### src/rtl/spi_duplex_pkg.sv
package spi_duplex_pkg;
   localparam int FRAME_BITS = 8;

   localparam logic [1:0] ADDR_CTRL = 2'd0;
   localparam logic [1:0] ADDR_DATA = 2'd1;
   localparam logic [1:0] ADDR_STAT = 2'd2;

   typedef struct packed {
      logic cpha;
      logic cpol;
      logic master;
      logic en;
   } spi_cfg_t;
endpackage

### src/rtl/spi_cfg_reg.sv
module spi_cfg_reg
   import spi_duplex_pkg::*;
(
   input  logic       clk,
   input  logic       rst_n,
   input  logic       wr,
   input  logic [3:0] wdata,
   output spi_cfg_t   cfg
);
   always_ff @(posedge clk or negedge rst_n) begin
      if (!rst_n) begin
         cfg <= '0;
      end else if (wr) begin
         cfg.en <= wdata[0];
         if (!cfg.en) begin
            cfg.master <= wdata[1];
            cfg.cpol   <= wdata[2];
            cfg.cpha   <= wdata[3];
         end
      end
   end

   // role and clock bits frozen by a write made while enabled
   p_cfg_locked_r2: assert property (@(posedge clk) disable iff (!rst_n)
      (wr && cfg.en) |=> ($stable(cfg.master) && $stable(cfg.cpol) && $stable(cfg.cpha)));
endmodule

### src/rtl/spi_sclk_gen.sv
module spi_sclk_gen
   import spi_duplex_pkg::*;
#(
   parameter int HALF_DIV = 4
)(
   input  logic clk,
   input  logic rst_n,
   input  logic start,
   input  logic halt,
   output logic phase,
   output logic lead,
   output logic trail,
   output logic running
);
   localparam int TOGGLES = 2 * FRAME_BITS;
   localparam int TW      = $clog2(TOGGLES);

   logic [TW-1:0] tcnt;
   logic          tick;

   generate
      if (HALF_DIV < 1) begin : g_bad_div
         $error("HALF_DIV must be at least 1");
      end
      if (HALF_DIV == 1) begin : g_nodiv
         assign tick = running;
      end else begin : g_div
         localparam int DW = $clog2(HALF_DIV);
         logic [DW-1:0] dcnt;
         always_ff @(posedge clk or negedge rst_n) begin
            if (!rst_n)                dcnt <= '0;
            else if (!running || tick) dcnt <= '0;
            else                       dcnt <= dcnt + 1'b1;
         end
         assign tick = running && (dcnt == DW'(HALF_DIV - 1));
      end
   endgenerate

   always_ff @(posedge clk or negedge rst_n) begin
      if (!rst_n) begin
         running <= 1'b0;
         phase   <= 1'b0;
         tcnt    <= '0;
      end else if (halt) begin
         running <= 1'b0;
         phase   <= 1'b0;
         tcnt    <= '0;
      end else if (!running) begin
         running <= start;
         phase   <= 1'b0;
         tcnt    <= '0;
      end else if (tick) begin
         phase <= ~phase;
         tcnt  <= tcnt + 1'b1;
         if (tcnt == TW'(TOGGLES - 1)) running <= 1'b0;
      end
   end

   assign lead  = tick && !phase;
   assign trail = tick && phase;

   // clock rests in its idle phase whenever no frame runs
   p_sclk_idle_r4: assert property (@(posedge clk) disable iff (!rst_n)
      !running |-> !phase);
   // a frame ends only on a trailing toggle
   p_end_on_trail_r4: assert property (@(posedge clk) disable iff (!rst_n)
      (running && !halt) |=> (running || $past(trail)));
endmodule

### src/rtl/spi_edge_sync.sv
module spi_edge_sync #(
   parameter int SYNC_STAGES = 2
)(
   input  logic clk,
   input  logic rst_n,
   input  logic sclk_i,
   input  logic sdi_i,
   input  logic cpol,
   output logic lead,
   output logic trail,
   output logic sdi_s
);
   generate
      if (SYNC_STAGES < 2) begin : g_bad_sync
         $error("SYNC_STAGES must be at least 2");
      end
   endgenerate

   logic [SYNC_STAGES-1:0] ck_q;
   logic [SYNC_STAGES-1:0] dt_q;
   logic                   ck_prev;
   logic                   rise;
   logic                   fall;

   always_ff @(posedge clk or negedge rst_n) begin
      if (!rst_n) begin
         ck_q    <= '0;
         dt_q    <= '0;
         ck_prev <= 1'b0;
      end else begin
         ck_q    <= {ck_q[SYNC_STAGES-2:0], sclk_i};
         dt_q    <= {dt_q[SYNC_STAGES-2:0], sdi_i};
         ck_prev <= ck_q[SYNC_STAGES-1];
      end
   end

   assign rise  = ck_q[SYNC_STAGES-1] && !ck_prev;
   assign fall  = !ck_q[SYNC_STAGES-1] && ck_prev;
   assign lead  = cpol ? fall : rise;
   assign trail = cpol ? rise : fall;
   assign sdi_s = dt_q[SYNC_STAGES-1];

   // a synchronized edge is never reported in two adjacent cycles
   p_edge_gap_r8: assert property (@(posedge clk) disable iff (!rst_n)
      (lead || trail) |=> !(lead || trail));
endmodule

### src/rtl/spi_shift_engine.sv
module spi_shift_engine
   import spi_duplex_pkg::*;
(
   input  logic                  clk,
   input  logic                  rst_n,
   input  logic                  en,
   input  logic                  master,
   input  logic                  cpha,
   input  logic                  lead,
   input  logic                  trail,
   input  logic                  sdi,
   input  logic                  tx_load,
   input  logic [FRAME_BITS-1:0] tx_data,
   input  logic                  start_master,
   input  logic                  rx_clr,
   output logic                  sdo,
   output logic                  active,
   output logic [FRAME_BITS-1:0] rx_data,
   output logic                  rx_full,
   output logic                  done
);
   localparam int CW = $clog2(FRAME_BITS);

   logic [FRAME_BITS-1:0] tx_buf;
   logic [FRAME_BITS-1:0] tx_sh;
   logic [FRAME_BITS-1:0] rx_sh;
   logic [CW-1:0]         cnt;
   logic                  start_slave;
   logic                  live;
   logic                  samp;
   logic                  shft;
   logic                  load_ok;

   assign start_slave = en && !master && !active && lead;
   assign live        = active || start_slave;
   assign samp        = live && (cpha ? trail : lead);
   assign shft        = live && (cpha ? lead : trail);
   assign load_ok     = tx_load && !start_slave;

   always_ff @(posedge clk or negedge rst_n) begin
      if (!rst_n) begin
         tx_buf  <= '0;
         tx_sh   <= '0;
         rx_sh   <= '0;
         rx_data <= '0;
         cnt     <= '0;
         active  <= 1'b0;
         rx_full <= 1'b0;
         done    <= 1'b0;
         sdo     <= 1'b0;
      end else begin
         done <= 1'b0;
         if (rx_clr) rx_full <= 1'b0;
         if (!en) begin
            active <= 1'b0;
            cnt    <= '0;
            sdo    <= tx_buf[FRAME_BITS-1];
            tx_sh  <= cpha ? tx_buf : (tx_buf << 1);
         end else begin
            if (start_master || start_slave) begin
               active <= 1'b1;
               cnt    <= '0;
            end
            if (load_ok) begin
               tx_buf <= tx_data;
               sdo    <= tx_data[FRAME_BITS-1];
               tx_sh  <= cpha ? tx_data : (tx_data << 1);
            end else if (!live) begin
               sdo   <= tx_buf[FRAME_BITS-1];
               tx_sh <= cpha ? tx_buf : (tx_buf << 1);
            end else if (shft) begin
               sdo   <= tx_sh[FRAME_BITS-1];
               tx_sh <= tx_sh << 1;
            end
            if (samp) begin
               rx_sh <= {rx_sh[FRAME_BITS-2:0], sdi};
               cnt   <= cnt + 1'b1;
               if (cnt == CW'(FRAME_BITS - 1)) begin
                  active  <= 1'b0;
                  cnt     <= '0;
                  rx_data <= {rx_sh[FRAME_BITS-2:0], sdi};
                  rx_full <= 1'b1;
                  done    <= 1'b1;
               end
            end
         end
      end
   end

   // the done strobe lasts a single cycle
   p_done_single_r5: assert property (@(posedge clk) disable iff (!rst_n)
      done |=> !done);
   // receive full is raised together with done
   p_done_full_r5: assert property (@(posedge clk) disable iff (!rst_n)
      done |-> rx_full);
   // the bit counter is at zero whenever no frame runs
   p_cnt_idle_r3: assert property (@(posedge clk) disable iff (!rst_n)
      !active |-> (cnt == '0));
   // a disabled port never reports a finished frame
   p_no_done_off_r7: assert property (@(posedge clk) disable iff (!rst_n)
      !$past(en) |-> !done);
endmodule

### src/rtl/spi_duplex_port.sv
module spi_duplex_port
   import spi_duplex_pkg::*;
#(
   parameter int HALF_DIV    = 4,
   parameter int SYNC_STAGES = 2
)(
   input  logic       clk,
   input  logic       rst_n,
   input  logic       reg_wr,
   input  logic       reg_rd,
   input  logic [1:0] reg_addr,
   input  logic [7:0] reg_wdata,
   output logic [7:0] reg_rdata,
   output logic       xfer_done,
   output logic       sclk_o,
   input  logic       sclk_i,
   input  logic       sdi,
   output logic       sdo
);
   spi_cfg_t              cfg;
   logic                  wr_ctrl;
   logic                  wr_tx;
   logic                  rx_clr;
   logic                  busy;
   logic                  m_phase, m_lead, m_trail, m_run;
   logic                  s_lead, s_trail, s_sdi;
   logic                  lead, trail, sdi_sel;
   logic                  eng_active;
   logic                  rx_full;
   logic [FRAME_BITS-1:0] rx_data;
   logic                  mst_on;

   assign mst_on  = cfg.en && cfg.master;
   assign wr_ctrl = reg_wr && (reg_addr == ADDR_CTRL);
   assign busy    = eng_active || m_run;
   assign wr_tx   = reg_wr && (reg_addr == ADDR_DATA) && cfg.en && !busy;
   assign rx_clr  = reg_rd && (reg_addr == ADDR_DATA);

   spi_cfg_reg u_cfg (
      .clk   (clk),
      .rst_n (rst_n),
      .wr    (wr_ctrl),
      .wdata (reg_wdata[3:0]),
      .cfg   (cfg)
   );

   spi_sclk_gen #(.HALF_DIV(HALF_DIV)) u_gen (
      .clk     (clk),
      .rst_n   (rst_n),
      .start   (wr_tx && cfg.master),
      .halt    (!mst_on),
      .phase   (m_phase),
      .lead    (m_lead),
      .trail   (m_trail),
      .running (m_run)
   );

   spi_edge_sync #(.SYNC_STAGES(SYNC_STAGES)) u_sync (
      .clk    (clk),
      .rst_n  (rst_n),
      .sclk_i (sclk_i),
      .sdi_i  (sdi),
      .cpol   (cfg.cpol),
      .lead   (s_lead),
      .trail  (s_trail),
      .sdi_s  (s_sdi)
   );

   assign lead    = cfg.master ? m_lead  : s_lead;
   assign trail   = cfg.master ? m_trail : s_trail;
   assign sdi_sel = cfg.master ? sdi     : s_sdi;

   spi_shift_engine u_eng (
      .clk          (clk),
      .rst_n        (rst_n),
      .en           (cfg.en),
      .master       (cfg.master),
      .cpha         (cfg.cpha),
      .lead         (lead),
      .trail        (trail),
      .sdi          (sdi_sel),
      .tx_load      (wr_tx),
      .tx_data      (reg_wdata),
      .start_master (wr_tx && cfg.master),
      .rx_clr       (rx_clr),
      .sdo          (sdo),
      .active       (eng_active),
      .rx_data      (rx_data),
      .rx_full      (rx_full),
      .done         (xfer_done)
   );

   assign sclk_o = cfg.cpol ^ (mst_on && m_phase);

   always_comb begin
      case (reg_addr)
         ADDR_CTRL: reg_rdata = {4'b0, cfg};
         ADDR_DATA: reg_rdata = rx_data;
         ADDR_STAT: reg_rdata = {6'b0, rx_full, busy};
         default:   reg_rdata = 8'h00;
      endcase
   end

   // the master clock stays at the polarity level while idle
   p_sclk_rest_r4: assert property (@(posedge clk) disable iff (!rst_n)
      !busy |-> (sclk_o == cfg.cpol));
   // no serial clock activity while disabled
   p_off_quiet_r7: assert property (@(posedge clk) disable iff (!rst_n)
      !cfg.en |-> !busy);
endmodule

### config.mk
export PLATFORM = sky130hd
export DESIGN_NAME = spi_duplex_port
export DESIGN_NICKNAME = d
export VERILOG_FILES = /design/src/rtl/spi_duplex_pkg.sv /design/src/rtl/spi_cfg_reg.sv /design/src/rtl/spi_sclk_gen.sv /design/src/rtl/spi_edge_sync.sv /design/src/rtl/spi_shift_engine.sv /design/src/rtl/spi_duplex_port.sv
export SDC_FILE = /design/constraint.sdc
export NUM_CORES = 1
export LEC_CHECK = 0
export ABC_AREA = 1
export ABC_CLOCK_PERIOD_IN_PS = 2200
export BUFFER_PORTS_ARGS = -buffer_cell sky130_fd_sc_hd__buf_2
export CORE_ASPECT_RATIO = 0.5
export CORE_MARGIN = 8
export CORE_UTILIZATION = 59
export DETAILED_ROUTE_END_ITERATION = 8
export HOLD_SLACK_MARGIN = 0.12
export PLACE_DENSITY = 0.79
export SYNTH_ARGS = -nofsm -noshare
export SYNTH_HDL_FRONTEND = slang
export SYNTH_SLANG_ARGS = --single-unit
### constraint.sdc
create_clock -name clk -period 2.2 [get_ports clk]
set_clock_uncertainty 0.05 [all_clocks]
set_input_delay 0.11 -clock clk [delete_from_list [all_inputs] [get_ports clk]]
set_output_delay 0.11 -clock clk [all_outputs]
set_load 0.05 [all_outputs]
==> results.md <==
- Run status: completed
- Share of post-route cells with drive strength above 1: 13.2%
- Final clock period utilization by the worst path: just over 90%
- Wire length of the first global-routing pass: 11.6 mm
- Synth Area per Inst: 7.61 µm²
- Worst skew pair latency: about 0.32 ns
- Min Hold Slack: 0.247 ns
- Post-synthesis compound-gate area fraction: between 10% and 20%
- Number of enable flip-flop cells after synthesis: 0
- Hold Crit Class: in2async
- Total routing usage reported by global routing: 19.0%
- DRC marker count from the first detailed-route iteration: 214
- Number of iterations in the first detailed-routing pass: 5
- Post-route DRC: 0
- Overall power of the completed layout: around 3.2 mW
- Total number of clock tree sinks: 55
- Ys async rst share: 100%
- Reported leakage power: ~1.8 nW
- Largest family of logic cells by synthesized area: simple AND/OR/NAND/NOR gates
- Synth-to-layout area growth: 13.7%
- Dominant cells by area after synthesis: sky130_fd_sc_hd__dfrtp_1 46%, sky130_fd_sc_hd__nand2_1 15%, sky130_fd_sc_hd__o21ai_0 6.0%
- Cell area after synthesis: 0.00299 mm²
- Post-route antenna net violation count: 0
- Area share of the largest cell type after synthesis: between 40% and 50%
- Gates resized, CTS repair: 0
- Post-detailed-route wirelength per cell: about 14 µm
- Die ar.: 0.00774 mm²
- Number of buffers added for setup after CTS: 0
- Standard-cell rows: 18
- Critical Path Start Type: flop
- Via-per-instance ratio: between 5 and 6
- Number of H-tree levels: 2
- Most frequent cells after synthesis: 122 x sky130_fd_sc_hd__nand2_1, 55 x sky130_fd_sc_hd__dfrtp_1, 48 x sky130_fd_sc_hd__inv_1
- Cell count after synthesis: a little under 400
- Critical path start-end classification: reg2reg
- Fraction of synthesized cell area in xor and xnor cells: less than 1%
- Element type at the critical path end: flop
- Pin count of the biggest net entering global routing: 27
- Worst-path maximum fanout: 11
- Final #Nets: around 450
- Via count of the first global-routing pass: 2,522
- Aggregate negative setup slack: 0 ns
- Clock root buffer master: sky130_fd_sc_hd__clkbuf_8
- Final number of setup-violating endpoints: 0
- Tightest slew margin relative to the limit: between 60 and 70%
- HPWL reported at the end of detailed placement: about 5 mm
- Count of vias placed by the detailed router: between 2,000 and 3,000
- Placed Instances: roughly 480
- Maximum clock path buffer count: 2
- Number of cells on the worst reg-to-reg path: 9
- Number of antenna violations at the first check in global routing: 0
- Critical register-to-register path startpoint: u_cfg.cfg[1]
- Worst EP required: roughly 2.4 ns
- Fin area: 0.00340 mm²
- # port buffers: 26
- Final cell count without fillers: 503
- Post-synthesis cell type with the largest combined area: sky130_fd_sc_hd__dfrtp_1
- Sequential fraction of the synthesis area: approximately 46%
- Number of hold buffers added after cts: 14
- Final WS setup: 0.193 ns
- GPL Wtd Cong: 0.891
- Transition at the pin with the smallest max-transition slack: around 0.54 ns
- Post-Synth Adder-Cell Area: under 10%
- Utilization after layout: between 60% and 70%
- Critical path arrival: between 2 and 2.5 ns
- Leading register cell type out of synthesis: sky130_fd_sc_hd__dfrtp_1
- Worst-case register-to-register setup slack: ~0.19 ns
- Placed cell area: approximately 0.0032 mm²
- Simple-gate area share of the yosys netlist: 30.8%
- Number of I/O pins: 27
- Total of warnings raised by yosys: 0
- Count leader, synth: sky130_fd_sc_hd__nand2_1
- Total count of max-transition violations in the final report: 0
- Capture instance of the worst register-to-register path: u_eng.tx_sh[3]
- CTS tree: done
- RSZ-0062 raised after global routing: false
- Final number of hold-violating endpoints: 0
- Total wirelength of the detailed-routed design: ~7.0 mm
- Initial core utilization: between 60 and 70%
- Minimum clock period after layout: roughly 2.0 ns
- Max-cap viol count: 0
- CTS clk-pin slew, worst paths: between 0.1 and 0.15 ns
- Horiz. Die Dim: 117 µm
- Diode insertion count for antenna repair: 0
- Synth cell types: 34
- Area of the core region: between 0.004 and 0.005 mm²
- Multiplexer share of the synthesized area: 0%
- Flops & latches, synth: 55
- Power density relative to cell area: 944 mW/mm²
- Pre-CTS worst setup slack: ~0.28 ns
- IR Drop Worst-Case VDD: roughly 0.00042 V
- Vertical die dimension: roughly 66 µm
- Synthesized net count: about 410
- Total congestion overflow after global routing: 0
- Max Clock Freq: between 400 and 500 MHz
- TritonCTS buffer count: 5
==> worst max-delay path: stages, from the launching register on <==
cell	delay (ns)
sky130_fd_sc_hd__dfrtp_1	0.57
sky130_fd_sc_hd__inv_1	0.18
sky130_fd_sc_hd__nand3_2	0.16
sky130_fd_sc_hd__nand3_4	0.11
sky130_fd_sc_hd__nand2_4	0.16
sky130_fd_sc_hd__nand2_4	0.06
sky130_fd_sc_hd__nor2_4	0.22
sky130_fd_sc_hd__inv_1	0.17
sky130_fd_sc_hd__nor2_1	0.14
sky130_fd_sc_hd__a21oi_1	0.05
==> routing by layer <==
metal / track usage, % / wire, µm / vias up
met1: 24.7 / 3190 / 1242
met5: 0 / 0 / -
met2: 31.5 / 3260 / 87
li1: - / - / 1322
met4: 5.85 / 155 / 0
met3: 3.64 / 363 / 23
==> report_power, final <==
part	switching (mW)	internal (mW)	leakage (nW)
clock network	0.353	0.264	0.0522
registers	0.173	1.25	0.712
logic	0.777	0.395	1.02
==> cell families after synthesis <==
family                     after synthesis
DFF                                     55
xor gates and xnor gates                 2
AOI/OAI and AO/OA                       61
buffers and inverters                   66
and+or+nand+nor                        205
adders and majority gates                4
==> placed cells by master, fill, tap and decap left out, drive strengths merged <==
cell	count
ha	4
o221ai	1
dfrtp	55
nor3b	1
and3	1
a31oi	2
nand3	30
nand4	4
nand2	128
inv	52
xor2	1
a211oi	1
o211ai	1
xnor2	1
nand3b	1
o21ai	39
buf	34
nor3	8
dlygate4sd3	14
a21oi	17
clkbuf	6
nor2	32
==> how the worst max path moves through the flow <==
stage / end / slack, ns / cells past startpoint / startpoint
2_1_floorplan: reg_rdata[3] / 0.19 / 4 / u_cfg.cfg[3]
3_3_place_gp: u_eng.rx_data[0] / 0.38 / 12 / u_gen.g_div.dcnt[0]
3_5_place_dp: u_eng.tx_sh[3] / 0.28 / 9 / u_cfg.cfg[1]
4_1_cts: u_eng.tx_sh[1] / 0.25 / 9 / u_cfg.cfg[1]
5_1_grt: u_eng.tx_sh[3] / 0.009 / 9 / u_cfg.cfg[1]
6_report: u_eng.tx_sh[3] / 0.19 / 9 / u_cfg.cfg[1]
==> flip-flops by register name, summed over array words and instances (netlist names) <==
register,cells
u_gen.g_div.dcnt,2
u_cfg.cfg,4
u_sync.ck_prev,1
u_eng.tx_buf,8
u_eng.sdo,1
u_eng.cnt,3
u_eng.rx_full,1
u_eng.rx_sh,7
u_eng.done,1
u_gen.running,1
u_gen.phase,1
u_eng.rx_data,8
u_eng.tx_sh,8
u_sync.ck_q,2
u_gen.tcnt,4
u_eng.active,1
u_sync.dt_q,2
==> layout make-up <==
type / instances / area (µm²)
fill: 413 / 1510
sequential: 55 / 1380
multi-input combinational: 272 / 1320
timing repair buffer: 48 / 330
inverter: 50 / 188
tap: 70 / 87.6
clock buffer: 6 / 82.6
clock inverter: 2 / 17.5
(Power assumes the default switching activity.)
